## src/rtl/pwrup_gate_pkg.sv

```systemverilog
package pwrup_gate_pkg;
  typedef logic [7:0] opcode_t;

  localparam int unsigned N_WR_OPS_DEF = 6;
  // write enable, page program, dual-in program, sector erase, bulk erase, status write
  localparam logic [N_WR_OPS_DEF*8-1:0] WR_OP_LIST_DEF =
    {8'h01, 8'hC7, 8'hD8, 8'hA2, 8'h02, 8'h06};
endpackage

```

## src/rtl/pwrup_delay_timer.sv

```systemverilog
module pwrup_delay_timer #(
  parameter int unsigned CYCLES = 16
) (
  input  logic clk_i,
  input  logic rst_ni,
  input  logic run_i,
  output logic done_o
);
  localparam int unsigned CW = (CYCLES < 1) ? 1 : $clog2(CYCLES + 1);
  localparam logic [CW-1:0] LIMIT = CW'(CYCLES);

  logic [CW-1:0] cnt_q;

  // clears on any low sample of run_i, saturates at LIMIT
  always_ff @(posedge clk_i or negedge rst_ni) begin
    if (!rst_ni)             cnt_q <= '0;
    else if (!run_i)         cnt_q <= '0;
    else if (cnt_q != LIMIT) cnt_q <= cnt_q + 1'b1;
  end

  assign done_o = (cnt_q == LIMIT);
endmodule

```

## src/rtl/pwrup_op_class.sv

```systemverilog
module pwrup_op_class
  import pwrup_gate_pkg::*;
#(
  parameter int unsigned           N_WR_OPS   = N_WR_OPS_DEF,
  parameter logic [N_WR_OPS*8-1:0] WR_OP_LIST = WR_OP_LIST_DEF
) (
  input  opcode_t op_i,
  output logic    wr_class_o
);
  logic [N_WR_OPS-1:0] hit;

  for (genvar g = 0; g < N_WR_OPS; g++) begin : g_cmp
    assign hit[g] = (op_i == WR_OP_LIST[g*8 +: 8]);
  end

  assign wr_class_o = |hit;
endmodule

```

## src/rtl/pwrup_cmd_decide.sv

```systemverilog
module pwrup_cmd_decide (
  input  logic clk_i,
  input  logic rst_ni,
  input  logic por_ok_i,
  input  logic valid_i,
  input  logic wr_class_i,
  input  logic rd_ok_i,
  input  logic wr_ok_i,
  output logic accept_o,
  output logic reject_o,
  output logic wr_o
);
  logic grant;
  assign grant = wr_class_i ? (wr_ok_i && rd_ok_i) : rd_ok_i;

  always_ff @(posedge clk_i or negedge rst_ni) begin
    if (!rst_ni) begin
      accept_o <= 1'b0;
      reject_o <= 1'b0;
      wr_o     <= 1'b0;
    end else if (!por_ok_i) begin
      // below threshold: no response at all
      accept_o <= 1'b0;
      reject_o <= 1'b0;
      wr_o     <= 1'b0;
    end else begin
      accept_o <= valid_i && grant;
      reject_o <= valid_i && !grant;
      wr_o     <= valid_i && grant && wr_class_i;
    end
  end
endmodule

```

## src/rtl/pwrup_cmd_gate.sv

```systemverilog
module pwrup_cmd_gate
  import pwrup_gate_pkg::*;
#(
  parameter int unsigned           TPUW       = 1000,
  parameter int unsigned           TVSL       = 300,
  parameter int unsigned           N_WR_OPS   = N_WR_OPS_DEF,
  parameter logic [N_WR_OPS*8-1:0] WR_OP_LIST = WR_OP_LIST_DEF
) (
  input  logic       clk_i,
  input  logic       rst_ni,
  input  logic       por_ok_i,
  input  logic       vmin_ok_i,
  input  logic       cmd_valid_i,
  input  logic [7:0] cmd_op_i,
  output logic       cmd_accept_o,
  output logic       cmd_reject_o,
  output logic       cmd_wr_o,
  output logic       status_clr_o,
  output logic       standby_o
);
  logic puw_done, vsl_done, wr_class, vsl_run;

  assign vsl_run = por_ok_i && vmin_ok_i;

  pwrup_delay_timer #(.CYCLES(TPUW)) u_puw_tmr (
    .clk_i(clk_i), .rst_ni(rst_ni), .run_i(por_ok_i), .done_o(puw_done)
  );

  pwrup_delay_timer #(.CYCLES(TVSL)) u_vsl_tmr (
    .clk_i(clk_i), .rst_ni(rst_ni), .run_i(vsl_run), .done_o(vsl_done)
  );

  pwrup_op_class #(.N_WR_OPS(N_WR_OPS), .WR_OP_LIST(WR_OP_LIST)) u_class (
    .op_i(cmd_op_i), .wr_class_o(wr_class)
  );

  pwrup_cmd_decide u_decide (
    .clk_i(clk_i), .rst_ni(rst_ni), .por_ok_i(por_ok_i),
    .valid_i(cmd_valid_i), .wr_class_i(wr_class),
    .rd_ok_i(vsl_done), .wr_ok_i(puw_done),
    .accept_o(cmd_accept_o), .reject_o(cmd_reject_o), .wr_o(cmd_wr_o)
  );

  assign status_clr_o = !vsl_done;
  assign standby_o    = vsl_done && !cmd_accept_o;
endmodule

```

## config.mk

```make
export PLATFORM = sky130hd
export DESIGN_NAME = pwrup_cmd_gate
export DESIGN_NICKNAME = d
export VERILOG_FILES = /design/src/rtl/pwrup_gate_pkg.sv /design/src/rtl/pwrup_delay_timer.sv /design/src/rtl/pwrup_op_class.sv /design/src/rtl/pwrup_cmd_decide.sv /design/src/rtl/pwrup_cmd_gate.sv
export SDC_FILE = /design/constraint.sdc
export NUM_CORES = 1
export LEC_CHECK = 0
export BUFFER_PORTS_ARGS = -buffer_cell sky130_fd_sc_hd__buf_2
export CAP_MARGIN = 25
export CORE_UTILIZATION = 50
export CTS_CLUSTER_DIAMETER = 100
export DETAILED_ROUTE_END_ITERATION = 10
export GPL_TIMING_DRIVEN = 1
export PLACE_DENSITY = 0.71
export SKIP_LAST_GASP = 1
export SLEW_MARGIN = 20
export SYNTH_ARGS = -nofsm -noshare
export SYNTH_HDL_FRONTEND = slang
export SYNTH_HIERARCHICAL = 1
export SYNTH_SLANG_ARGS = --single-unit
```

## constraint.sdc

```tcl
create_clock -name clk_i -period 2.95 [get_ports clk_i]
set_input_delay 0.885 -clock clk_i [delete_from_list [all_inputs] [get_ports clk_i]]
set_output_delay 0.885 -clock clk_i [all_outputs]
set_load 0.02 [all_outputs]
```

==> qor.csv, run 1 <==
stage;metric;value;unit
run_status;status;complete, no violations;
sta;slew_violations;0;
synth;synth-edff-count;0;
clock_tree;cts_made_buffers;3;
sta;period_share;95.8;%
synth;syn_area_per_cell;9.66;µm²
floorplan;pin_count;18;
global_route;grt_usage;20.4;%
critical_path;crit_type;flop to output pin;
placed_design;hpwl;1920;µm
global_route;antenna_found_initial;0;
synth;ys_warn_count;6;
route;drc;0;
power_and_ir_drop;power.internal;0.000372;W
critical_path;critPathLaunchType;flop;
sta;rsz0062_at_grt;false;
synth;ys_ff_latch;22;
clock_tree;cts_tree;done;
final_layout;fin_nets;172;
route;routedWlPerCell;13.6;µm
placed_design;place.gp.congestion;0.760;
worst_hold_path;min_path_type;input port to async pin;
route;num_vias;1058;
final_layout;diodes;0;
route;initialDrtViolationCount;18;
final_layout;area_delta_synth_final;10.5;%
final_layout;final_cell_mix;dfrtp_1 (22), buf_2 (17), a21oi_1 (13), nand2_1 (11), inv_1 (10);
route;drt-vias-per-instance;5.78;
placed_design;io_buffers;17;
power_and_ir_drop;seqPwrFrac;63.6;%
critical_path;endpoint_kind;output pin;
sta;slew-limit-headroom;67.8;%
clock_tree;cts_root_buffer;clkbuf_4;
synth;synth_nets;151;
clock_tree;clock_sink_count;22;
route;postRouteAntennaNets;0;
floorplan;initial_core_util;52.8;%
clock_tree;path_clk_slew;0.12;ns
critical_path;critPathArrivalTime;1.94;ns
global_route;grt_start_max_net_pins;23;
synth;synth_cells;134;
power_and_ir_drop;finalPower;0.000493;W
final_layout;fill_cells;221;
sta;worst_pin_slew;0.483;ns
critical_path;rr_endpoint;u_decide/wr_o;
clock_tree;clockBufferDepth;2;
power_and_ir_drop;vdd_drop_max;0.209;mV
sta;timing.fmax;354;MHz
synth;synth_cell_types;40;
synth;syn_area;0.00129;mm²
floorplan;core-area;0.00245;mm²
clock_tree;clkLatencyLatePin;0.30;ns
synth;async_flop_share;100;%
sta;timing.final.hold_violations;0;
sta;worst_clock_skew;0.00189;ns
flow_run;maxCapViolCount;0;
route;routed_wl;2500;µm
critical_path;rrSetupSlack;1.31;ns
power_and_ir_drop;p_sw;0.000121;W
sta;finalSetupTns;0;ns
clock_tree;holdBufCountCts;0;
floorplan;row_count;18;
clock_tree;htreeDepth;1;
critical_path;required;2.07;ns
sta;setup_viol;0;
synth;ys.flop_type;dfrtp_1;
floorplan;dieArea;0.00280;mm²
global_route;grt_pass1_vias;966;
floorplan;fp.dieW;52.9;µm
synth;seq_area_frac_synth;42.5;%
critical_path;r2r_start;u_vsl_tmr/cnt_q[4];
critical_path;reg2reg_depth;4;
route;dr.pass1.iters;4;
power_and_ir_drop;comb_power_share;9.3;%
power_and_ir_drop;swShare;24.5;%
final_layout;layout.cells.most_common;dfrtp_1;
critical_path;critPathMaxFanout;8;
global_route;grt_pass1_wl;4190;µm
floorplan;die_y;52.9;µm
sta;period_minus_slack;2.83;ns
final_layout;drive_above_1_share;22.9;%
power_and_ir_drop;p_leak;0.573;nW
global_route;grt_overflow_total;0;
power_and_ir_drop;power.share.clock;27.1;%
power_and_ir_drop;cellPowerDensity;344;mW/mm²
critical path, stage by stage (launching register included):
cell,delay (ns)
dfrtp_1,0.48
or4b_4,0.59
nor2_2,0.24
nor2b_4,0.17
buf_2,0.16
power by group through the flow:
stage | Clock, W | Combinational (W) | Sequential, W
2_1_floorplan | 0 | 0.0000205 | 0.000319
3_3_place_gp | 0 | 0.0000444 | 0.000319
3_5_place_dp | 0 | 0.0000468 | 0.000319
4_1_cts | 0.000137 | 0.0000470 | 0.000313
5_1_grt | 0.000147 | 0.0000528 | 0.000314
6_report | 0.000133 | 0.0000461 | 0.000313
layout make-up:
cell class                      instances  area [µm²]  share of cell area (%)
Clock buffer                            3        22.5                    1.57
Inverter                               10        37.5                    2.62
Multi-Input combinational cell        101         698                    48.8
Sequential cell                        22         551                    38.5
Tap cell                               30        37.5                    2.62
Timing Repair Buffer                   17        85.1                    5.94
per-layer routing:
metal	vias up	routed length [µm]	track usage, %
li1	528	-	-
met1	514	1120	25.0
met2	12	1300	36.7
met3	4	43	2.59
met4	0	29	6.58
met5	-	0	0
per-stage QoR:
stage | utilization, % | hold slack [ns] | cell area, µm² | worst slack [ns] | std cells
floorplan | - | 0.521 | 1290 | 0.538 | 134
global placement | 57.3 | 0.542 | 1410 | 0.392 | 180
detailed placement | 57.3 | 0.559 | 1410 | 0.353 | 180
CTS | 58.2 | 0.542 | 1430 | 0.00472 | 183
global route | 58.3 | 0.568 | 1430 | 0.0148 | 183
finish | 58.3 | 0.524 | 1430 | 0.125 | 183
timing repair:
item | 4_1_cts | 5_1_grt
buffers inserted | 0 | 0
resized for setup | 0 | 1
endpoints found under the setup margin | 0 | 1
Yosys cell counts, types with 2 or more instances:
library cell | count | share of area [%]
ha_1 | 4 | 3.9
nor2b_4 | 2 | 2.1
nand2_1 | 11 | 3.2
nor3_1 | 4 | 1.5
or3_1 | 8 | 3.9
nand3_1 | 9 | 3.5
a21oi_1 | 13 | 5.0
nor2_1 | 3 | 0.87
nor4b_1 | 2 | 1.4
mux2i_1 | 2 | 1.5
nand4_1 | 5 | 2.4
nor3_2 | 2 | 1.5
o21ai_1 | 3 | 1.2
dfrtp_1 | 22 | 43
o21ai_0 | 9 | 3.5
xnor2_1 | 2 | 1.4
inv_1 | 10 | 2.9
how the worst max path moves through the flow:
stage / from / end / slack [ns] / cells after the start
2_1_floorplan: u_vsl_tmr/cnt_q[4] / standby_o / 0.54 / 4
3_3_place_gp: u_vsl_tmr/cnt_q[4] / standby_o / 0.39 / 4
3_5_place_dp: u_vsl_tmr/cnt_q[4] / standby_o / 0.35 / 4
4_1_cts: u_vsl_tmr/cnt_q[4] / standby_o / 0.005 / 4
5_1_grt: u_vsl_tmr/cnt_q[4] / standby_o / 0.01 / 4
6_report: u_vsl_tmr/cnt_q[4] / standby_o / 0.12 / 4
sequential cells by signal (all words and copies together), names as in the netlist:
name and count:
u_decide/reject_o 1, u_puw_tmr/cnt_q 10, u_vsl_tmr/cnt_q 9, u_decide/wr_o 1, u_decide/accept_o 1
cells by family after synthesis:
family | synth area share [%]
adders and majority gates | 3.86
DFF | 42.5
xor gates and xnor gates | 2.03
AOI/OAI and AO/OA | 12.9
muxes | 1.55
and+or+nand+nor | 33.4
buffers and inverters | 3.77
(Power assumes the default switching activity.)
==> run 2: changes to the inputs <==
--- a/config.mk
+++ b/config.mk
@@ -8,6 +8,7 @@
 export BUFFER_PORTS_ARGS = -buffer_cell sky130_fd_sc_hd__buf_2
 export CAP_MARGIN = 25
 export CORE_UTILIZATION = 50
+export CTS_BUF_LIST = sky130_fd_sc_hd__clkbuf_16
 export CTS_CLUSTER_DIAMETER = 100
 export DETAILED_ROUTE_END_ITERATION = 10
 export GPL_TIMING_DRIVEN = 1
==> qor.csv, run 2 (synthesis gave the netlist of run 1 again) <==
stage;metric;value;unit;change
run_status;status;complete, no violations;;
clock_tree;cts_root_buffer;clkbuf_16;;
sta;holdWs;0.567;ns;+0.0425 ns
route;drc;0;;unchanged
global_route;grt_pass1_wl;4270;µm;+2.0%
final_layout;area_delta_synth_final;14.6;%;
sta;worst_clock_skew;0.00206;ns;+0.000168 ns
power_and_ir_drop;seqPwrFrac;49.4;%;-14 points
floorplan;die_y;52.9;µm;unchanged
critical_path;reg2reg_depth;4;;unchanged
route;routed_wl;2570;µm;+2.9%
sta;finalSetupTns;0;ns;unchanged
final_layout;top_register;u_puw_tmr/cnt_q;;
route;routedWlPerCell;14.0;µm;+2.9%
floorplan;initial_core_util;52.8;%;unchanged
clock_tree;htreeDepth;1;;unchanged
critical_path;endpoint_kind;output pin;;
power_and_ir_drop;p_leak;0.596;nW;+4.0%
critical_path;critPathMaxFanout;8;;unchanged
clock_tree;post_cts_buffers;0;;unchanged
global_route;grt_overflow_total;0;;unchanged
clock_tree;cts_made_buffers;3;;unchanged
route;dr.pass1.iters;4;;unchanged
sta;rsz0062_at_grt;false;;
global_route;antenna_found_initial;0;;unchanged
flow_run;maxCapViolCount;0;;unchanged
critical_path;required;2.07;ns;about the same
critical_path;critPathLaunchType;flop;;
power_and_ir_drop;power.internal;0.000503;W;+35%
critical_path;path_buf_inv;1;;unchanged
critical_path;rr_endpoint;u_decide/accept_o;;
final_layout;final_cell_mix;dfrtp_1 (22), buf_2 (17), a21oi_1 (13), nand2_1 (11), inv_1 (10);;
power_and_ir_drop;cellPowerDensity;429;mW/mm²;+25%
sta;worst_pin_slew;0.487;ns;+0.00398 ns
sta;slew_violations;0;;unchanged
critical_path;crit_start;u_vsl_tmr/cnt_q[4];;
sta;setup_viol;0;;unchanged
sta;timing.fmax;360;MHz;+1.7%
critical_path;crit_end;standby_o;;
critical_path;slowest_stage;or4b_4;;
critical_path;cpPeakStageDelay;0.60;ns;about the same
sta;period_minus_slack;2.78;ns;-0.0485 ns
route;postRouteAntennaNets;0;;unchanged
floorplan;fp.dieW;52.9;µm;unchanged
placed_design;place.gp.congestion;0.760;;unchanged
floorplan;dieArea;0.00280;mm²;unchanged
sta;slew-limit-headroom;67.5;%;-0.27 points
final_layout;top_regs;u_puw_tmr/cnt_q: 10 flops, u_vsl_tmr/cnt_q: 9 flops;;
route;drt-vias-per-instance;5.79;;about the same
final_layout;layout.cells.most_common;dfrtp_1;;
critical_path;crit_chain;or4b_4 -> nor2_2 -> nor2b_4 -> buf_2;;
power_and_ir_drop;vdd_drop_max;0.248;mV;+19%
worst_hold_path;min_path_type;flop to flop;;
floorplan;pin_count;18;;unchanged
route;initialDrtViolationCount;18;;unchanged
global_route;grt_start_max_net_pins;23;;unchanged
clock_tree;cts_tree;done;;
sta;timing.final.hold_violations;0;;unchanged
final_layout;fill_cells;215;;-2.7%
clock_tree;clockBufferDepth;2;;unchanged
power_and_ir_drop;swShare;20.9;%;-3.7 points
critical_path;critPathArrivalTime;1.89;ns;-0.05 ns
critical_path;r2r_start;u_vsl_tmr/cnt_q[4];;
power_and_ir_drop;finalPower;0.000636;W;+29%
floorplan;row_count;18;;unchanged
final_layout;drive_above_1_share;22.9;%;unchanged
final_layout;fin_nets;172;;unchanged
critical_path;rrSetupSlack;1.29;ns;-0.02 ns
power_and_ir_drop;power.share.clock;43.4;%;+16 points
global_route;grt_pass1_vias;993;;+2.8%
critical_path;worst-path-stages;4;;unchanged
global_route;grt_usage;20.9;%;+0.50 points
critical_path;critPathTopFamily;simple AND/OR/NAND/NOR gates;;
critical_path;crit_type;flop to output pin;;
clock_tree;holdBufCountCts;0;;unchanged
clock_tree;clock_sink_count;22;;unchanged
placed_design;hpwl;1920;µm;unchanged
power_and_ir_drop;comb_power_share;7.3;%;-2.0 points
placed_design;io_buffers;17;;unchanged
final_layout;largest_reg_flops;10;;unchanged
route;num_vias;1059;;+0.095%
sta;period_share;94.1;%;-1.6 points
floorplan;core-area;0.00245;mm²;unchanged
power_and_ir_drop;p_sw;0.000133;W;+9.8%
clock_tree;clkLatencyLatePin;0.25;ns;-0.05 ns
final_layout;diodes;0;;unchanged
clock_tree;path_clk_slew;0.06;ns;-0.06 ns
final_layout;post-route-util;60.4;%;+2.1 points
-- run 2: cell counts in the layout (fill, tap and decap cells not counted) --
No cell type changed its count.
-- run 2: power by group through the flow --
stage / Sequential (W) / Combinational [W] / Clock, W
after detailed placement: 0.000319 / 0.0000468 / 0
after global placement: 0.000319 / 0.0000444 / 0
after global routing: 0.000315 / 0.0000527 / 0.000296
after floorplan: 0.000319 / 0.0000205 / 0
after CTS: 0.000314 / 0.0000470 / 0.000282
final: 0.000314 / 0.0000462 / 0.000276
-- run 2: timing repair --
action,in CTS,in global routing
endpoints found under the hold margin,0,0
endpoints found under the setup margin,0,1
resized for setup,0,1
-- run 2: layer usage --
metal	vias to the layer above	share of wire (%)	routed length, µm	GRT usage [%]
met2	8	53	1360	38.0
met5	-	0	0	0
li1	531	-	-	-
met1	518	45	1160	24.9
met3	2	1.6	41	3.45
met4	0	0.39	10	6.58
-- run 2: final cells by class --
cell class / instances / area [µm²] / share of cell area (%)
multi-input cells: 101 / 698 / 47.0
flip-flops and latches: 22 / 551 / 37.1
repair buffers: 17 / 85.1 / 5.73
clock buffers: 3 / 75.1 / 5.06
inverters: 10 / 37.5 / 2.53
well taps: 30 / 37.5 / 2.53
-- run 2: worst reg2reg max path: stages (launching register included) --
cell and delay [ns]:
dfrtp_1 0.46, or4b_4 0.60, nor2_2 0.25, nand3_2 0.15, nor2b_4 0.13
-- run 2: metrics by stage --
step / worst slack [ns] / instance area (µm²) / std cells
6_report: 0.173 / 1480 / 183
3_3_place_gp: 0.392 / 1410 / 180
4_1_cts: 0.0792 / 1480 / 183
3_5_place_dp: 0.353 / 1410 / 180
2_1_floorplan: 0.538 / 1290 / 134
5_1_grt: 0.0802 / 1480 / 183
-- run 2: worst min-delay path by stage --
stage                                  start            endpoint  slack, ns  depth (start not counted)
after global routing      u_puw_tmr/cnt_q[8]  u_puw_tmr/cnt_q[8]       0.60                          2
final                     u_puw_tmr/cnt_q[8]  u_puw_tmr/cnt_q[8]       0.57                          2
after CTS                 u_puw_tmr/cnt_q[8]  u_puw_tmr/cnt_q[8]       0.57                          2
after global placement    u_puw_tmr/cnt_q[9]  u_puw_tmr/cnt_q[9]       0.54                          2
after floorplan           u_puw_tmr/cnt_q[9]  u_puw_tmr/cnt_q[9]       0.52                          2
after detailed placement  u_puw_tmr/cnt_q[8]  u_puw_tmr/cnt_q[8]       0.56                          2
